File: config.mk
export PLATFORM = sky130hd
export DESIGN_NAME = cfg_shadow_capture
export DESIGN_NICKNAME = d
export VERILOG_FILES = /design/src/rtl/cfgsh_pkg.sv /design/src/rtl/cfgsh_strobe_sync.sv /design/src/rtl/cfgsh_msi_decode.sv /design/src/rtl/cfgsh_tcvc_lookup.sv /design/src/rtl/cfg_shadow_capture.sv
export SDC_FILE = /design/constraint.sdc
export NUM_CORES = 1
export LEC_CHECK = 0
export CORE_MARGIN = 2
export CORE_UTILIZATION = 35
export CTS_CLUSTER_DIAMETER = 100
export DETAILED_ROUTE_END_ITERATION = 10
export DONT_BUFFER_PORTS = 1
export PLACE_DENSITY_LB_ADDON = 0.1
export SYNTH_ARGS = -nofsm -noshare
export SYNTH_HDL_FRONTEND = slang
export SYNTH_HIERARCHICAL = 1
export SYNTH_SLANG_ARGS = --single-unit
File: constraint.sdc
create_clock -name clk -period 1.8 [get_ports clk]
set_input_delay 0.45 -clock clk [delete_from_list [all_inputs] [get_ports clk]]
set_output_delay 0.45 -clock clk [all_outputs]
set_load 0.01 [all_outputs]
File: src/rtl/cfgsh_pkg.sv
package cfgsh_pkg;
    localparam int IDX_W   = 4;
    localparam int WORD_W  = 32;
    localparam int NUM_IDX = 1 << IDX_W;
    localparam int TC_W    = 3;
    localparam int NUM_TC  = 1 << TC_W;
    localparam int MAP_W   = TC_W * NUM_TC;
    localparam int MME_W   = 3;
    localparam int MAX_MME = 5;
    localparam int CNT_W   = MAX_MME + 1;

    typedef enum logic [IDX_W-1:0] {
        IX_DEVCTL  = 4'd0,
        IX_SLOT    = 4'd1,
        IX_LINK    = 4'd2,
        IX_CMDROOT = 4'd3,
        IX_BUSNUM  = 4'd4,
        IX_MSIA_LO = 4'd5,
        IX_MSIA_HI = 4'd6,
        IX_MSICTL  = 4'd7,
        IX_TCVC    = 4'd8,
        IX_IOBASE  = 4'd9,
        IX_IOLIM   = 4'd10,
        IX_MEMWIN  = 4'd11,
        IX_PFUPPER = 4'd12,
        IX_PFBASE  = 4'd13,
        IX_PFLIM   = 4'd14,
        IX_SPARE   = 4'd15
    } cfg_idx_e;

    typedef struct packed {
        logic [IDX_W-1:0]  idx;
        logic [WORD_W-1:0] word;
    } cap_beat_t;

    typedef struct packed {
        logic             en;
        logic             addr64;
        logic             mme_bad;
        logic [CNT_W-1:0] vec_cnt;
    } msi_info_t;

    function automatic logic idx_mapped(input logic [IDX_W-1:0] ix);
        return ix != IX_SPARE;
    endfunction

    function automatic logic idx_rp_only(input logic [IDX_W-1:0] ix);
        case (ix)
            IX_SLOT, IX_BUSNUM, IX_IOBASE, IX_IOLIM,
            IX_MEMWIN, IX_PFUPPER, IX_PFBASE, IX_PFLIM: return 1'b1;
            default:                                     return 1'b0;
        endcase
    endfunction

    function automatic logic [CNT_W-1:0] mme_count(input logic [MME_W-1:0] code);
        if (int'(code) > MAX_MME) return CNT_W'(1);
        return CNT_W'(1) << code;
    endfunction
endpackage

File: src/rtl/cfgsh_strobe_sync.sv
module cfgsh_strobe_sync
    import cfgsh_pkg::*;
#(
    parameter int STAGES = 2
) (
    input  logic              clk,
    input  logic              rst,
    input  logic              strobe_in,
    input  logic [IDX_W-1:0]  idx_in,
    input  logic [WORD_W-1:0] word_in,
    output logic              cap_vld,
    output cap_beat_t         beat
);
    // chain[0..STAGES-1] synchronize, chain[STAGES] holds the previous level
    logic [STAGES:0] chain_q;
    logic            edge_seen;

    always_ff @(posedge clk) begin
        if (rst) chain_q <= '0;
        else     chain_q <= {chain_q[STAGES-1:0], strobe_in};
    end

    assign edge_seen = chain_q[STAGES] ^ chain_q[STAGES-1];

    always_ff @(posedge clk) begin
        if (rst) begin
            cap_vld <= 1'b0;
            beat    <= '0;
        end else begin
            cap_vld <= edge_seen;
            if (edge_seen) begin
                beat.idx  <= idx_in;
                beat.word <= word_in;
            end
        end
    end
endmodule

File: src/rtl/cfgsh_msi_decode.sv
module cfgsh_msi_decode
    import cfgsh_pkg::*;
(
    input  logic [7:0]  ctl_lo,
    output msi_info_t   info,
    output logic [15:0] ctl_clean
);
    logic [MME_W-1:0] mme_code;

    assign mme_code       = ctl_lo[6:4];
    assign info.en        = ctl_lo[0];
    assign info.addr64    = ctl_lo[7];
    assign info.mme_bad   = int'(mme_code) > MAX_MME;
    assign info.vec_cnt   = mme_count(mme_code);
    assign ctl_clean      = {8'h00, ctl_lo};
endmodule

File: src/rtl/cfgsh_tcvc_lookup.sv
module cfgsh_tcvc_lookup
    import cfgsh_pkg::*;
(
    input  logic [MAP_W-1:0] tc_map,
    input  logic [TC_W-1:0]  tc_sel,
    output logic [TC_W-1:0]  vc
);
    logic [TC_W-1:0] fld [NUM_TC];

    for (genvar t = 0; t < NUM_TC; t++) begin : g_fld
        assign fld[t] = tc_map[t*TC_W +: TC_W];
    end

    assign vc = (tc_sel == '0) ? '0 : fld[tc_sel];
endmodule

File: src/rtl/cfg_shadow_capture.sv
module cfg_shadow_capture
    import cfgsh_pkg::*;
#(
    parameter bit ROOT_PORT   = 1'b1,
    parameter int SYNC_STAGES = 2
) (
    input  logic              clk,
    input  logic              rst,
    input  logic [IDX_W-1:0]  cfg_idx,
    input  logic [WORD_W-1:0] cfg_word,
    input  logic              cfg_strobe,
    input  logic [TC_W-1:0]   tc_sel,
    output logic [15:0]       dev_ctl,
    output logic [15:0]       dev_ctl2,
    output logic [15:0]       cmd_reg,
    output logic [15:0]       link_ctl,
    output logic [15:0]       link_ctl2,
    output logic [15:0]       slot_ctl,
    output logic [7:0]        root_ctl,
    output logic [7:0]        sec_bus,
    output logic [7:0]        sub_bus,
    output logic [19:0]       io_base,
    output logic [19:0]       io_lim,
    output logic [11:0]       mem_base,
    output logic [11:0]       mem_lim,
    output logic [43:0]       pf_base,
    output logic [43:0]       pf_lim,
    output logic [63:0]       msi_addr,
    output logic              msi_addr_valid,
    output logic [15:0]       msi_data,
    output logic [15:0]       msi_ctl,
    output logic              msi_en,
    output logic              msi_64b,
    output logic [CNT_W-1:0]  msi_vec_cnt,
    output logic              msi_mme_bad,
    output logic [TC_W-1:0]   vc_out,
    output logic [NUM_IDX-1:0] shadow_valid
);
    logic              cap_vld;
    cap_beat_t         beat;
    logic [IDX_W-1:0]  ix;
    logic [WORD_W-1:0] w;
    logic              take;
    logic [7:0]        msi_ctl_q;
    logic [MAP_W-1:0]  tc_map_q;
    logic [NUM_IDX-1:0] valid_q;
    msi_info_t         msi_info;

    cfgsh_strobe_sync #(.STAGES(SYNC_STAGES)) u_sync (
        .clk       (clk),
        .rst       (rst),
        .strobe_in (cfg_strobe),
        .idx_in    (cfg_idx),
        .word_in   (cfg_word),
        .cap_vld   (cap_vld),
        .beat      (beat)
    );

    assign ix   = beat.idx;
    assign w    = beat.word;
    assign take = cap_vld && idx_mapped(ix) && (ROOT_PORT || !idx_rp_only(ix));

    // shadows present in both variants
    always_ff @(posedge clk) begin
        if (rst) begin
            dev_ctl   <= '0;
            dev_ctl2  <= '0;
            cmd_reg   <= '0;
            link_ctl  <= '0;
            link_ctl2 <= '0;
            msi_addr  <= '0;
            msi_data  <= '0;
            msi_ctl_q <= '0;
            tc_map_q  <= '0;
        end else if (take) begin
            case (cfg_idx_e'(ix))
                IX_DEVCTL: begin
                    dev_ctl  <= w[31:16];
                    dev_ctl2 <= w[15:0];
                end
                IX_LINK: begin
                    link_ctl  <= w[31:16];
                    link_ctl2 <= w[15:0];
                end
                IX_CMDROOT: cmd_reg        <= w[15:0];
                IX_MSIA_LO: msi_addr[31:0]  <= w;
                IX_MSIA_HI: msi_addr[63:32] <= w;
                IX_MSICTL: begin
                    msi_ctl_q <= w[7:0];
                    msi_data  <= w[31:16];
                end
                IX_TCVC:   tc_map_q <= w[MAP_W-1:0];
                default: ;
            endcase
        end
    end

    always_ff @(posedge clk) begin
        if (rst)       valid_q <= '0;
        else if (take) valid_q[ix] <= 1'b1;
    end

    assign shadow_valid   = valid_q;
    assign msi_addr_valid = valid_q[IX_MSIA_LO] && valid_q[IX_MSIA_HI];

    // bridge-only shadows
    if (ROOT_PORT) begin : g_rp
        always_ff @(posedge clk) begin
            if (rst) begin
                slot_ctl <= '0;
                root_ctl <= '0;
                sec_bus  <= '0;
                sub_bus  <= '0;
                io_base  <= '0;
                io_lim   <= '0;
                mem_base <= '0;
                mem_lim  <= '0;
                pf_base  <= '0;
                pf_lim   <= '0;
            end else if (take) begin
                case (cfg_idx_e'(ix))
                    IX_SLOT:    slot_ctl <= w[15:0];
                    IX_CMDROOT: root_ctl <= w[23:16];
                    IX_BUSNUM: begin
                        sec_bus <= w[7:0];
                        sub_bus <= w[15:8];
                    end
                    IX_IOBASE:  io_base <= w[19:0];
                    IX_IOLIM:   io_lim  <= w[19:0];
                    IX_MEMWIN: begin
                        mem_base <= w[11:0];
                        mem_lim  <= w[27:16];
                    end
                    IX_PFUPPER: begin
                        pf_base[43:32] <= w[11:0];
                        pf_lim[43:32]  <= w[27:16];
                    end
                    IX_PFBASE:  pf_base[31:0] <= w;
                    IX_PFLIM:   pf_lim[31:0]  <= w;
                    default: ;
                endcase
            end
        end
    end else begin : g_ep
        assign slot_ctl = '0;
        assign root_ctl = '0;
        assign sec_bus  = '0;
        assign sub_bus  = '0;
        assign io_base  = '0;
        assign io_lim   = '0;
        assign mem_base = '0;
        assign mem_lim  = '0;
        assign pf_base  = '0;
        assign pf_lim   = '0;
    end

    cfgsh_msi_decode u_msi (
        .ctl_lo    (msi_ctl_q),
        .info      (msi_info),
        .ctl_clean (msi_ctl)
    );

    assign msi_en      = msi_info.en;
    assign msi_64b     = msi_info.addr64;
    assign msi_mme_bad = msi_info.mme_bad;
    assign msi_vec_cnt = msi_info.vec_cnt;

    cfgsh_tcvc_lookup u_tcvc (
        .tc_map (tc_map_q),
        .tc_sel (tc_sel),
        .vc     (vc_out)
    );


    link_split_chk: assert property (@(posedge clk) disable iff (rst)
        (cap_vld && beat.idx == IX_LINK) |=>
            (link_ctl == $past(beat.word[31:16]) && link_ctl2 == $past(beat.word[15:0])));


    spare_idx_chk: assert property (@(posedge clk) disable iff (rst)
        (cap_vld && beat.idx == IX_SPARE) |=>
            ($stable(valid_q) && $stable(dev_ctl) && $stable(link_ctl) && $stable(msi_addr)));


    valid_hold_chk: assert property (@(posedge clk) disable iff (rst)
        !cap_vld |=> $stable(shadow_valid));


    addr_pair_chk: assert property (@(posedge clk) disable iff (rst)
        $rose(msi_addr_valid) |-> $past(cap_vld));


    tc0_chk: assert property (@(posedge clk) disable iff (rst)
        (tc_sel == '0) |-> (vc_out == '0));


    vec_cnt_chk: assert property (@(posedge clk) disable iff (rst)
        $countones(msi_vec_cnt) == 1 && (!msi_mme_bad || msi_vec_cnt == CNT_W'(1)));
endmodule

Word-level counts from Yosys, hierarchy flattened
Cells that the tools add are included.
{ "totals": {"elab_cells": 79, "mem_bits_ro": 0, "ramBits": 0, "output_inout_bits": 397, "memories": 0, "latch_bits": 0, "input_bits": 42, "register_bits": 440} }
{ "classes": {"muxes": 9, "order_cmp": 4, "n_eq_ne": 15, "n_mul": 0, "div_mod_pow": 0, "addsub": 0, "n_bitwise": 3, "reduce_logical": 20, "shift": 1} }
{ "op_table": {"columns": ["operator", "n"], "rows": [
  ["$reduce_and A2 Y1", 15],
  ["$eq A4 B4 Y1 const B", 7],
  ["$eq A4 B3 Y1 const B", 4],
  ["$or A16 B16 Y16", 1],
  ["$mux W6", 2],
  ["$bmux W3 S3", 1],
  ["$mux W3", 3],
  ["$eq A4 B2 Y1 const B", 2],
  ["$shl A1 B3 Y6 const A", 1],
  ["$lt A4 B5 Y1 const B", 1],
  ["$demux W1 S4", 1],
  ["$eq A4 B1 Y1 const B", 1],
  ["$ge A4 B1 Y1 const B", 1],
  ["$ge A4 B4 Y1 const B", 1],
  ["$logic_not A4 Y1", 1],
  ["$ne A4 B4 Y1 const B", 1],
  ["$not A3 Y4", 1],
  ["$gt A3 B3 Y1 const B", 1],
  ["$logic_and A1 B1 Y1", 3],
  ["$logic_not A3 Y1", 1],
  ["$mux W1", 2],
  ["$xor A1 B1 Y1", 1]
]} }

Depth between registers and ports, before layout
Gate-level depths: netlist of the first run.
{ "logic_depth": {"depth_word": 5, "mapped_depth": 7, "mapped_depth_nobuf": 3} }

By module
The synthesis of the first run kept the hierarchy.
{ "by_module_without_submodules": {"columns": ["module", "n_inst", "cells_each", "area_each_um2", "seq_area_each_um2"], "rows": [
  ["cfg_shadow_capture", 1, 1373, 15436.1, 8007.7],
  ["cfgsh_strobe_sync", 1, 164, 1736.7, 800.8],
  ["cfgsh_tcvc_lookup", 1, 22, 203.9, 0.0],
  ["cfgsh_msi_decode", 1, 27, 201.4, 0.0]
]} }

Least setup slack after synthesis of the first run
Ideal clock, no wire load.
{ "synth_timing": {"path_type": "input to output", "start": "input port tc_sel[1]", "end": "output port vc_out[1]", "cell_stages": 4, "arrival_ps": 1182, "path_slack_ps": 168, "required_ps": 1350, "path_cell_list": "buf_6 mux2_4 a221oi_1 a311oi_1"} }
{ "synth_via": {"elab_chain_len": 5} }
{ "synth_rtl": {"columns": ["element", "line_no", "rtl"], "rows": [
  ["start, declared", "cfg_shadow_capture.sv:12", "input logic [TC_W-1:0] tc_sel,"],
  ["$not A3 Y4 (implied by the code)", "cfgsh_tcvc_lookup.sv:14", "assign vc = (tc_sel == '0) ? '0 : fld[tc_sel];"],
  ["$bmux W3 S3", "cfgsh_tcvc_lookup.sv:14", null],
  ["$mux W3 (implied by the code) (2 in series)", "cfgsh_tcvc_lookup.sv:14", null],
  ["$mux W3 (*)", "cfgsh_tcvc_lookup.sv:14", null],
  ["end, declared", "cfg_shadow_capture.sv:36", "output logic [TC_W-1:0] vc_out,"]
]} }
Mark *: on every way between the ends. The rest lies on a longest branch, timed or not. The select of a mux whose other input is x is not followed.

Worst setup path in the final report of the first run
{ "layout_timing": {"start": "register tc_map_q[5]", "end": "output port vc_out[2]"} }
{ "layout_via": {"elab_chain_len": 4} }
{ "layout_rtl": {"columns": ["element", "line_no", "rtl"], "rows": [
  ["start, declared", "cfg_shadow_capture.sv:45", "logic [MAP_W-1:0] tc_map_q;"],
  ["start signal, assigned", "cfg_shadow_capture.sv:92", "IX_TCVC: tc_map_q <= w[MAP_W-1:0];"],
  ["$bmux W3 S3", "cfgsh_tcvc_lookup.sv:14", null],
  ["$mux W3 (implied by the code) (2 in series)", "cfgsh_tcvc_lookup.sv:14", null],
  ["$mux W3", "cfgsh_tcvc_lookup.sv:14", null]
]} }
No other way between the ends. The select of a mux whose other input is x is not followed.

==> impl_results.md, run 1 <==
* Number of H-tree levels at 2
* Pins Over Slew Limit at 0
* Via count of the first global-routing pass at about 11000
* Final period utilization at 1.178
* Footprint of the multi-input gates at a little under 8000 um^2
* Root buffer cell: clkbuf_16
* Clock-pin slew on the worst setup and hold paths at around 0.060 ns
* DRT Wirelength at 54010 um
* IO buf count at 0
* Number of buffers between clock root and the deepest sink at 3
* Ratio of cells with drive above 1 in the final layout at 0.1067
* Number of design-rule violations left by the first detailed-router iteration at ~660
* Wire length of the first global-routing pass at between 70000 and 80000 um
* Synth Warn # at 6
* Highest Clock Rate at 471.7 MHz
* Final layout net count at between 1500 and 2000
* Final hold slack at just under 0.04 ns
* Power density cells at 1029 nW/um^2
* Cell count after synthesis at about 1600
* Remaining global-route overflow at 0
* Setup-failing EPs final at 4
* Die Height at 227.4 um
* Drc violations at 0
* CTS tree: yes
* Cell Chain, Critical Path: mux2_4, a221oi_2, a311oi_1, buf_4
* Half-perimeter wire length of the detailed placement result at 35020 um
* Most flop-heavy register: msi_addr
* Boundary pin count at ~440
* Total Power Consumption at ~21 mW
* Data arrival time at the worst-slack endpoint at between 1.5 and 2 ns
* Setup repair after global routing missed its margin: true
* Slew Limit Headroom at 0.3215
* Violated checks: negative setup slack
* Hold Violations, Final at 0
* Max FFs per register at 64
* Top Registers: msi_addr (64), pf_base (44), pf_lim (44)
* Largest stage delay on the critical path at about 0.31 ns
* Slew at the pin closest to its max-slew limit at ~1.0 ns
* Netlist Area Pre-Place at roughly 17000 um^2
* ANT nets after route at 0
* Wire length per cell at 23.72 um
* Count of max-cap constraint violations at 0
* Path class of the lowest-slack min-delay path: input pin to register
* CTS Buf Count at about 50
* Data required time at the worst endpoint at 1.35 ns
* Overall via count from detail_route at between 10000 and 15000
* Clock skew after layout at 0.01314 ns
* Final design utilization at 0.4080
* Routability Congestion at ~0.78
* Slowest stage cell on the critical path: dfxtp_1
* Final setup slack of the worst path at -0.3198 ns
* Horizontal die dimension at approximately 230 um
* Mean post-synth cell area at roughly 11 um^2
* TritonCTS sink count at 437
* DRT Pass-1 Iters at 4
* Leading cell type in the layout, fill and taps excluded: nand2b_1
* Biggest fanout along the worst timing path at 2
* Area added between synthesis and finish at 14.80%
* Commonest cells after routing, fill and taps aside: nand2b_1, dfxtp_1, mux2i_1
* Worst IR drop on VDD at around 0.65 mV
* FP Rows at 81
* Startpoint types: register
* Antenna violations before repair at 1
* Filler cell count at around 4800
* Tmin final at ~2.1 ns
* Kind of capture point of the worst setup path: output pin
* Combined flip-flop and latch cell area at approximately 9000 um^2
* Critical path type: register to output pin
* Die area at a little over 50000 um^2
* Worst skew pair latency at roughly 0.58 ns
* Outcome: complete, but fails checks
* Starting Density at 0.3554
* Worst setup slack after placement at between 0.08 and 0.09 ns
* Pleak at roughly 9.4 nW
* Largest net degree at the start of global routing at between 400 and 500
* Area of the core region at about 49000 um^2
* Global-route total usage across every layer at 0.2024
* Drt via density at between 4 and 5
worst max-delay path: cells and delay by family (launching register included):
| family | cells | cell delay (ns) |
|---|---|---|
| buffers and inverters | 1 | 0.16 |
| muxes | 1 | 0.28 |
| DFF | 1 | 0.31 |
| AOI/OAI and AO/OA | 2 | 0.34 |
worst paths after layout:
| kind | start | to | slack, ns | cells past startpoint |
|---|---|---|---|---|
| min reg2reg | u_sync/chain_q[0] | u_sync/chain_q[1] | 0.44 | 1 |
| max | tc_map_q[5] | vc_out[2] | -0.32 | 4 |
| max reg2reg | u_sync/beat[34] | cmd_reg[13] | 0.23 | 5 |
| min | cfg_word[5] | u_sync/beat[5] | 0.04 | 2 |
stage by stage:
| stage | setup TNS (ns) | std cells | area (um^2) |
|---|---|---|---|
| 2_1_floorplan | 0 | 1584 | 17500 |
| 3_3_place_gp | 0 | 2157 | 18000 |
| 3_5_place_dp | 0 | 2157 | 18000 |
| 4_1_cts | -1.071 | 2275 | 20000 |
| 5_1_grt | -1.207 | 2276 | 20050 |
| 6_report | -0.9393 | 2277 | 20050 |
per-layer routing:
| layer | global-route usage | up-vias | wire length, um |
|---|---|---|---|
| met5 | 0 | - | 0 |
| met4 | 0.04659 | 0 | 834 |
| met3 | 0.07137 | 59 | 4195 |
| met2 | 0.3304 | 264 | 25630 |
| met1 | 0.2560 | 5248 | 23350 |
| li1 | - | 5153 | - |
final cells by class:
type,instances,share of cell area
Timing Repair Buffer,89,0.04286
Sequential cell,437,0.4369
Clock inverter,13,0.008859
Tap cell,664,0.04143
Antenna cell,1,0.0001248
Multi-Input combinational cell,993,0.3958
Inverter,6,0.001123
Clock buffer,74,0.07293
report_power, final:
part | total [mW] | switching, mW | internal, mW
clock network | 10.2 | 4.07 | 6.16
registers | 9.76 | 0.0400 | 9.72
logic | 0.643 | 0.293 | 0.350
total | 20.6 | 4.40 | 16.2
repair_timing:
item / in CTS / in global routing
setup endpoints to repair: 10 / 9
setup buffers: 1 / 1
pin swaps: 3 / 2
resized for setup: 15 / 8
endpoints found under the hold margin: 46 / 0
hold buffers: 30 / 0
gates cloned: 0 / 0
Power figures use the tool's default switching activity.
==> run 2, diff against run 1 <==
- ABC_AREA: default -> 1
==> run 2 against run 1 <==
The flow still finishes with violations (negative setup slack). Clock skew is 0.0029 ns higher. Count of clock-buffer cells in the layout is 5 lower. Die area is 2.3% lower. First-iteration DRC count is 56% higher. Sequential power hardly changed. Flip-flop and latch count is 3 higher. Area after synthesis is 2.4% lower. Final cell count is 32% higher. Non-clock buffer count is 24 higher. Critical endpoint is now vc_out[0]. Highest routed layer is now met5.
==> impl_results.md, run 2 <==
* Placed insts at 2884 (was 2157)
* Startpoint types: register (unchanged)
* Horizontal die dimension at 224.8 um (was 227.4 um)
* Die area at 50510 um^2 (was 51720 um^2)
* Most repeated cell in the gate-level netlist after synthesis: nor2_1
* Design internal power at 16.28 mW (was 16.23 mW)
* Setup-failing EPs final at 3 (was 4)
* Highest Clock Rate at 539.7 MHz (was 471.7 MHz)
* Fraction of the yosys area taken by sequential cells at 0.5164
* Critical path type: register to output pin (unchanged)
* Area of the core region at 47950 um^2 (was 49150 um^2)
* Die Height at 224.8 um (was 227.4 um)
* Final layout net count at 2392 (was 1618)
* Ratio of cells with drive above 1 in the final layout at 0.1040 (was 0.1067)
* Starting Density at 0.3557 (was 0.3554)
* Switching share of power at 0.2432 (was 0.2134)
* Comb power frac at 0.063 (was 0.031)
* DRT Wirelength at 61930 um (was 54010 um)
* Wire length per cell at 20.65 um (was 23.72 um)
* Cell accounting for the most synthesized area: dfxtp_1
* Mean post-synth cell area at 7.191 um^2 (was 11.08 um^2)
* Leading cell type in the layout, fill and taps excluded: nor2_1 (was nand2b_1)
* Number of design-rule violations left by the first detailed-router iteration at 1032 (was 663)
* Wire length of the first global-routing pass at 89300 um (was 76430 um)
* Worst IR drop on VDD at 0.6245 mV (was 0.6505 mV)
* Area added between synthesis and finish at 16.59% (was 14.80%)
* Final period utilization at 1.029 (was 1.178)
* DRT Pass-1 Iters at 5 (was 4)
* Final setup slack of the worst path at -0.05291 ns (was -0.3198 ns)
* FP Rows at 80 (was 81)
* Data arrival time at the worst-slack endpoint at 1.40 ns (was 1.67 ns)
* Pleak at 8.169 nW (was 9.413 nW)
* Drt via density at 4.851 (was 4.710)
* Clock power frac at 0.469 (was 0.496)
* Met1 capacity usage during global routing at 0.3067 (was 0.2560)
* Share of flip-flops with an asynchronous set or reset after synthesis at 0
* Combined flip-flop and latch cell area at 8840 um^2 (was 8761 um^2)
* Pins Over Slew Limit at 0 (unchanged)
* Footprint of the multi-input gates at 6743 um^2 (was 7938 um^2)
* Most flop-heavy register: msi_addr (unchanged)
* Tmin final at 1.853 ns (was 2.120 ns)
* Portion of total power attributed to sequential cells at 0.468 (was 0.473)
* Drc violations at 0 (unchanged)
* Count of max-cap constraint violations at 0 (unchanged)
* Top Registers: msi_addr (64), pf_base (44), pf_lim (44) (unchanged)
* Routability Congestion at 0.8032 (was 0.7814)
* Reg-to-Reg Start: u_sync/beat[32] (was u_sync/beat[34])
* Leading register cell type out of synthesis: dfxtp_1
* Antenna Cells at 0 (was 1)
* Slew at the pin closest to its max-slew limit at 0.7949 ns (was 1.014 ns)
* Startpoint of the worst setup timing path: tc_map_q[15] (was tc_map_q[5])
* Clock skew after layout at 0.01608 ns (was 0.01314 ns)
* Overall via count from detail_route at 14550 (was 10720)
* Via count of the first global-routing pass at 13230 (was 10640)
* Largest net degree at the start of global routing at 66 (was 489)
* Clock-pin slew on the worst setup and hold paths at 0.06 ns (about the same)
* Worst setup slack after placement at 0.1683 ns (was 0.08116 ns)
* Remaining global-route overflow at 0 (unchanged)
* CTS tree: yes (unchanged)
* Synth area leaders: dfxtp_1, nor2_1, o21ai_0
* Outcome: complete, but fails checks (unchanged)
* GR Util met3 at 0.07446 (was 0.07137)
* Half-perimeter wire length of the detailed placement result at 41890 um (was 35020 um)
* Power density cells at 1082 nW/um^2 (was 1029 nW/um^2)
* Launch point of the worst hold path: cfg_word[6] (was cfg_word[5])
* Met2 global-route usage at 0.3879 (was 0.3304)
* TritonCTS sink count at 440 (was 437)
* Biggest fanout along the worst timing path at 2 (unchanged)
* Number of H-tree levels at 2 (unchanged)
* Setup repair after global routing missed its margin: true (unchanged)
* Boundary pin count at 439 (unchanged)
* Kind of capture point of the worst setup path: output pin (unchanged)
* Filler cell count at 4980 (was 4762)
* ANT nets after route at 0 (unchanged)
* Worst skew pair latency at 0.59 ns (was 0.58 ns)
* Slew Limit Headroom at 0.4693 (was 0.3215)
* Path class of the lowest-slack min-delay path: input pin to register (unchanged)
* Synth Warn # at 6 (unchanged)
* Commonest cells after routing, fill and taps aside: nor2_1, dfxtp_1, nand2_1 (was nand2b_1, dfxtp_1, mux2i_1)
* Hold Violations, Final at 0 (unchanged)
* Number of enable-type register cells in the synthesized netlist at 0
* Data required time at the worst endpoint at 1.35 ns (about the same)
* Synth cell types at 22
* Violated checks: negative setup slack (unchanged)
* Antenna violations before repair at 1 (unchanged)
* Share of Yosys cell area claimed by the top area cell type at 0.5164
* Final hold slack at 0.03323 ns (was 0.03848 ns)
* CTS Buf Count at 49 (unchanged)
* Most numerous cell types in the synthesized netlist: nor2_1, dfxtp_1, nand2_1
* Most heavily used metal layer in global routing: met2 (unchanged)
* Filler-free cell count of the finished design at 2999 (was 2277)
* Flip-flop and latch count after synthesis at 440
* Global-route total usage across every layer at 0.2380 (was 0.2024)
* IO buf count at 0 (unchanged)
* Number of buffers between clock root and the deepest sink at 3 (unchanged)
* Netlist Area Pre-Place at 17060 um^2 (was 17470 um^2)
* Cell count after synthesis at 2372 (was 1577)
* Sw Pwr at 5.231 mW (was 4.403 mW)
* Max FFs per register at 64 (unchanged)
* Root buffer cell: clkbuf_16 (unchanged)
==> run 2: changes by cell type in the layout (fill, tap and decap cells not counted), sizes merged, moves of 83 or more <==
cell and delta:
nand2b -486, nor2 +787, o21ai +244, mux2i -420
nand3 +144, a21oi +83, inv +162, nand2 +264
==> run 2: power groups by stage <==
stage          Sequential [mW]  Clock, mW  Combinational [mW]
6_report                  10.1       10.1                1.36
5_1_grt                   10.1       10.8                1.52
4_1_cts                   10.1       10.3                1.37
3_5_place_dp              10.3          0                1.27
3_3_place_gp              10.3          0                1.27
2_1_floorplan             10.2          0               0.845
==> run 2: metal layers <==
metal | wire (um) | vias up
li1 | - | 7308
met1 | 27470 | 6799
met2 | 28590 | 376
met3 | 4640 | 64
met4 | 1220 | 2
met5 | 7 | -
==> run 2: logic make-up after synthesis <==
logic type             after synthesis  share of synthesized area
buffers and inverters              363                    0.09903
AND/OR/NAND/NOR                   1226                     0.2840
other                                1                  0.0002199
flip-flops                         440                     0.5164
AO/OA/AOI/OAI                      342                     0.1004
==> run 2: path summary, 6_finish.rpt <==
kind         cells after the start  slack (ns)           endpoint
max reg2reg                      6        0.22         mem_lim[9]
min reg2reg                      2        0.42  u_sync/chain_q[1]
max                              6       -0.05          vc_out[0]
min                              2        0.03     u_sync/beat[6]
==> run 2: through the flow <==
| stage | setup TNS (ns) | utilization | area, um^2 | total power [mW] |
|---|---|---|---|---|
| finish | -0.1312 | 0.4148 | 19890 | 21.51 |
| global route | -0.4726 | 0.4148 | 19890 | 22.35 |
| CTS | -0.3264 | 0.4122 | 19770 | 21.78 |
| detailed placement | 0 | 0.3708 | 17780 | 11.56 |
| global placement | 0 | 0.3708 | 17780 | 11.55 |
| floorplan | 0 | - | 17080 | 11.03 |
==> run 2: area by class of cell <==
type	count	area share
clock buffers	69	0.07261
repair buffers	113	0.06355
inverters	170	0.03278
flip-flops and latches	440	0.4445
well taps	615	0.03869
multi-input cells	1576	0.3391
clock inverters	16	0.008808
==> run 2: critical path, stage by stage, from the launching register on <==
cell	delay, ns
dfxtp_2	0.33
inv_1	0.04
nand2_1	0.06
nand3_2	0.07
nand3_2	0.09
nand2_2	0.06
nor2_4	0.15
==> run 2: repair_timing <==
action / CTS / global route
setup endpoints to repair: 10 / 7
pin swaps: 6 / 15
buffers inserted: 0 / 1
hold buffers: 29 / 0
cloned: 0 / 0
resized for setup: 26 / 42
hold endpoints to repair: 47 / 0
==> run 3, diff against run 2 <==
- clock period: 1.8 -> 2.3 ns (I/O delays scaled with it)
==> run 3 against run 2 <==
The run now ends clean. Non-clock buffer count shrank 59. Wire length shrank 0.65%. Global-route usage shrank 0.055 points. Sequential share of layout area grew 2.0 points. Design area shrank 4.6%. Worst hold slack gained 0.039 ns. Core utilization shrank 1.9 points. Via count shrank 0.61%. Clock power shrank 22%. Critical path type unchanged. Critical endpoint is now msi_vec_cnt[5]. Largest power group is now clock.
==> impl_results.md, run 3 (same netlist as run 2, synthesis figures left out) <==
* Number of buffers between clock root and the deepest sink at 3 (unchanged)
* FP Rows at 80 (unchanged)
* Top Registers: msi_addr (64), pf_base (44), pf_lim (44) (unchanged)
* Setup repair after global routing missed its margin: false (was true)
* Post-CTS Setup Inserts at 0 (unchanged)
* Commonest cells after routing, fill and taps aside: nor2_1, dfxtp_1, nand2_1 (unchanged)
* Footprint of the multi-input gates at 6605 um^2 (was 6743 um^2)
* Wire length per cell at 20.94 um (was 20.65 um)
* Most heavily used metal layer in global routing: met2 (unchanged)
* Hold Violations, Final at 0 (unchanged)
* Sw Pwr at 4.004 mW (was 5.231 mW)
* Remaining global-route overflow at 0 (unchanged)
* Met2 global-route usage at 0.3875 (was 0.3879)
* Critical path type: register to output pin (unchanged)
* Largest net degree at the start of global routing at 83 (was 66)
* Startpoint types: register (unchanged)
* Final-layout setup total negative slack at 0 ns (was -0.1312 ns)
* Clock-pin slew on the worst setup and hold paths at 0.06 ns (about the same)
* Path class of the lowest-slack min-delay path: input pin to register (unchanged)
* Worst IR drop on VDD at 0.5338 mV (was 0.6245 mV)
* Count of cells along the worst register-to-register path at 6 (unchanged)
* Pins Over Slew Limit at 0 (unchanged)
* Root buffer cell: clkbuf_16 (unchanged)
* Final layout net count at 2333 (was 2392)
* Kind of capture point of the worst setup path: output pin (unchanged)
* DRT Pass-1 Iters at 5 (unchanged)
* Leading cell type in the layout, fill and taps excluded: nor2_1 (unchanged)
* Highest Clock Rate at roughly 470 MHz
* Ratio of cells with drive above 1 in the final layout at 0.06804 (was 0.1040)
* Total Power Consumption at 16.72 mW (was 21.51 mW)
* DRT Wirelength at 61530 um (was 61930 um)
* Filler cell count at 5016 (was 4980)
* Die area at 50510 um^2 (unchanged)
* Critical register-to-register path endpoint: mem_lim[1] (was mem_lim[9])
* Area added between synthesis and finish at 11.20% (was 16.59%)
* Via count of the first global-routing pass at 13120 (was 13230)
* Number of H-tree levels at 2 (unchanged)
* Portion of total power attributed to sequential cells at 0.472 (was 0.468)
* Combined flip-flop and latch cell area at 8808 um^2 (was 8840 um^2)
* Most flop-heavy register: msi_addr (unchanged)
* IO buf count at 0 (unchanged)
* Area of the core region at 47950 um^2 (unchanged)
* Largest stage delay on the critical path at 0.58 ns (was 0.33 ns)
* Antenna violations before repair at 5 (was 1)
* Slew Limit Headroom at 0.4881 (was 0.4693)
* Biggest fanout along the worst timing path at 7 (was 2)
* Clock skew after layout at 0.02204 ns (was 0.01608 ns)
* Comb power frac at 0.054 (was 0.063)
* CTS tree: yes (unchanged)
* Met1 capacity usage during global routing at 0.3023 (was 0.3067)
* Overall via count from detail_route at 14460 (was 14550)
* GR Util met3 at 0.08021 (was 0.07446)
* Slowest stage cell on the critical path: dfxtp_1 (was dfxtp_2)
* Max FFs per register at 64 (unchanged)
* Data required time at the worst endpoint at 1.73 ns (was 1.35 ns)
* Worst skew pair latency at 0.59 ns (about the same)
* Horizontal die dimension at 224.8 um (unchanged)
* Tmin final at between 2 and 2.5 ns
* Clock power frac at 0.473 (was 0.469)
* Critical path capture point: msi_vec_cnt[5] (was vc_out[0])
* Count of max-cap constraint violations at 0 (unchanged)
* Final period utilization at 0.9306
* Routability Congestion at 0.8130 (was 0.8032)
* Data arrival time at the worst-slack endpoint at 1.57 ns (was 1.40 ns)
* Reg-to-Reg Start: u_sync/beat[32] (unchanged)
* Hold-fix buffer count after cts at 0 (was 29)
* Boundary pin count at 439 (unchanged)
* Drc violations at 0 (unchanged)
* Drt via density at 4.920 (was 4.851)
* Register-to-register path setup slack at 0.46 ns (was 0.22 ns)
* Half-perimeter wire length of the detailed placement result at 40970 um (was 41890 um)
* Die Height at 224.8 um (unchanged)
* Cts repair resizes at 0 (was 26)
* Design internal power at 12.72 mW (was 16.28 mW)
* Number of design-rule violations left by the first detailed-router iteration at 1132 (was 1032)
* TritonCTS sink count at 440 (unchanged)
* Switching share of power at 0.2395 (was 0.2432)
* Global-route total usage across every layer at 0.2375 (was 0.2380)
* Setup-failing EPs final at 0 (was 3)
* Starting Density at 0.3557 (unchanged)
* Power density cells at 881.5 nW/um^2 (was 1082 nW/um^2)
* ANT nets after route at 0 (unchanged)
* Startpoint of the worst setup timing path: msi_ctl_q[4] (was tc_map_q[15])
* CTS Buf Count at 49 (unchanged)
* Cell Chain, Critical Path: nand2_1, nor2_1 (was inv_1, nand2_1, nand3_2, nand3_2, nand2_2, nor2_4)
* Slew at the pin closest to its max-slew limit at 0.7652 ns (was 0.7949 ns)
* Pleak at 7.819 nW (was 8.169 nW)
* Outcome: finished clean (was complete, but fails checks)
* Wire length of the first global-routing pass at 89820 um (was 89300 um)
-- run 3: changes by cell type in the layout (fill, tap and decap cells not counted), sizes merged --
cell,before,now
clkinv,7,8
bufinv,3,4
dlygate4sd3,28,0
clkinvlp,6,0
inv,170,171
buf,85,54
diode,0,2
-- run 3: stage by stage --
stage                     instance area [um^2]    util  hold slack [ns]  instances  setup slack [ns]
after global routing                     18970  0.3956          0.04142       2939           0.09727
after floorplan                          17080       -           0.3883       2379            0.6177
after CTS                                18960  0.3955          0.03563       2937            0.1359
after detailed placement                 17360  0.3621           0.4011       2855            0.5067
final                                    18970  0.3956          0.07214       2939            0.1597
after global placement                   17360  0.3621           0.4001       2855            0.5378
-- run 3: final cells by class --
class	count	area share
clock buffer	69	0.07560
clock inverter	13	0.008906
antenna	2	0.0002639
multi-input combinational	1576	0.3482
tap	615	0.04057
sequential	440	0.4644
inverter	170	0.03404
timing repair buffer	54	0.02797
-- run 3: metal layers --
layer / share of wire / vias to the layer above / wire [um]
met5: 0.00054 / - / 33
met4: 0.019 / 6 / 1188
met3: 0.087 / 79 / 5339
met2: 0.46 / 429 / 28320
met1: 0.43 / 6761 / 26650
li1: - / 7185 / -
-- run 3: worst min-delay path by stage --
stage	start	end	slack, ns	cells after the start
6_report	rst	shadow_valid[1]	0.07	1
3_5_place_dp	u_sync/chain_q[0]	u_sync/chain_q[1]	0.40	2
5_1_grt	rst	shadow_valid[1]	0.04	1
3_3_place_gp	u_sync/chain_q[0]	u_sync/chain_q[1]	0.40	2
4_1_cts	rst	shadow_valid[1]	0.04	1
2_1_floorplan	u_sync/chain_q[0]	u_sync/chain_q[1]	0.39	2
-- run 3: worst max-delay path, delay by kind of cell, from the launching register on --
family	cells	cell delay (ns)
DFF	1	0.58
and+or+nand+nor	2	0.40
-- run 3: power by group through the flow --
stage	Sequential (mW)	Combinational, mW	Clock (mW)
floorplan	7.97	0.661	0
global placement	8.07	0.907	0
detailed placement	8.07	0.915	0
CTS	7.90	0.917	8.10
global route	7.91	1.03	8.40
finish	7.90	0.910	7.91
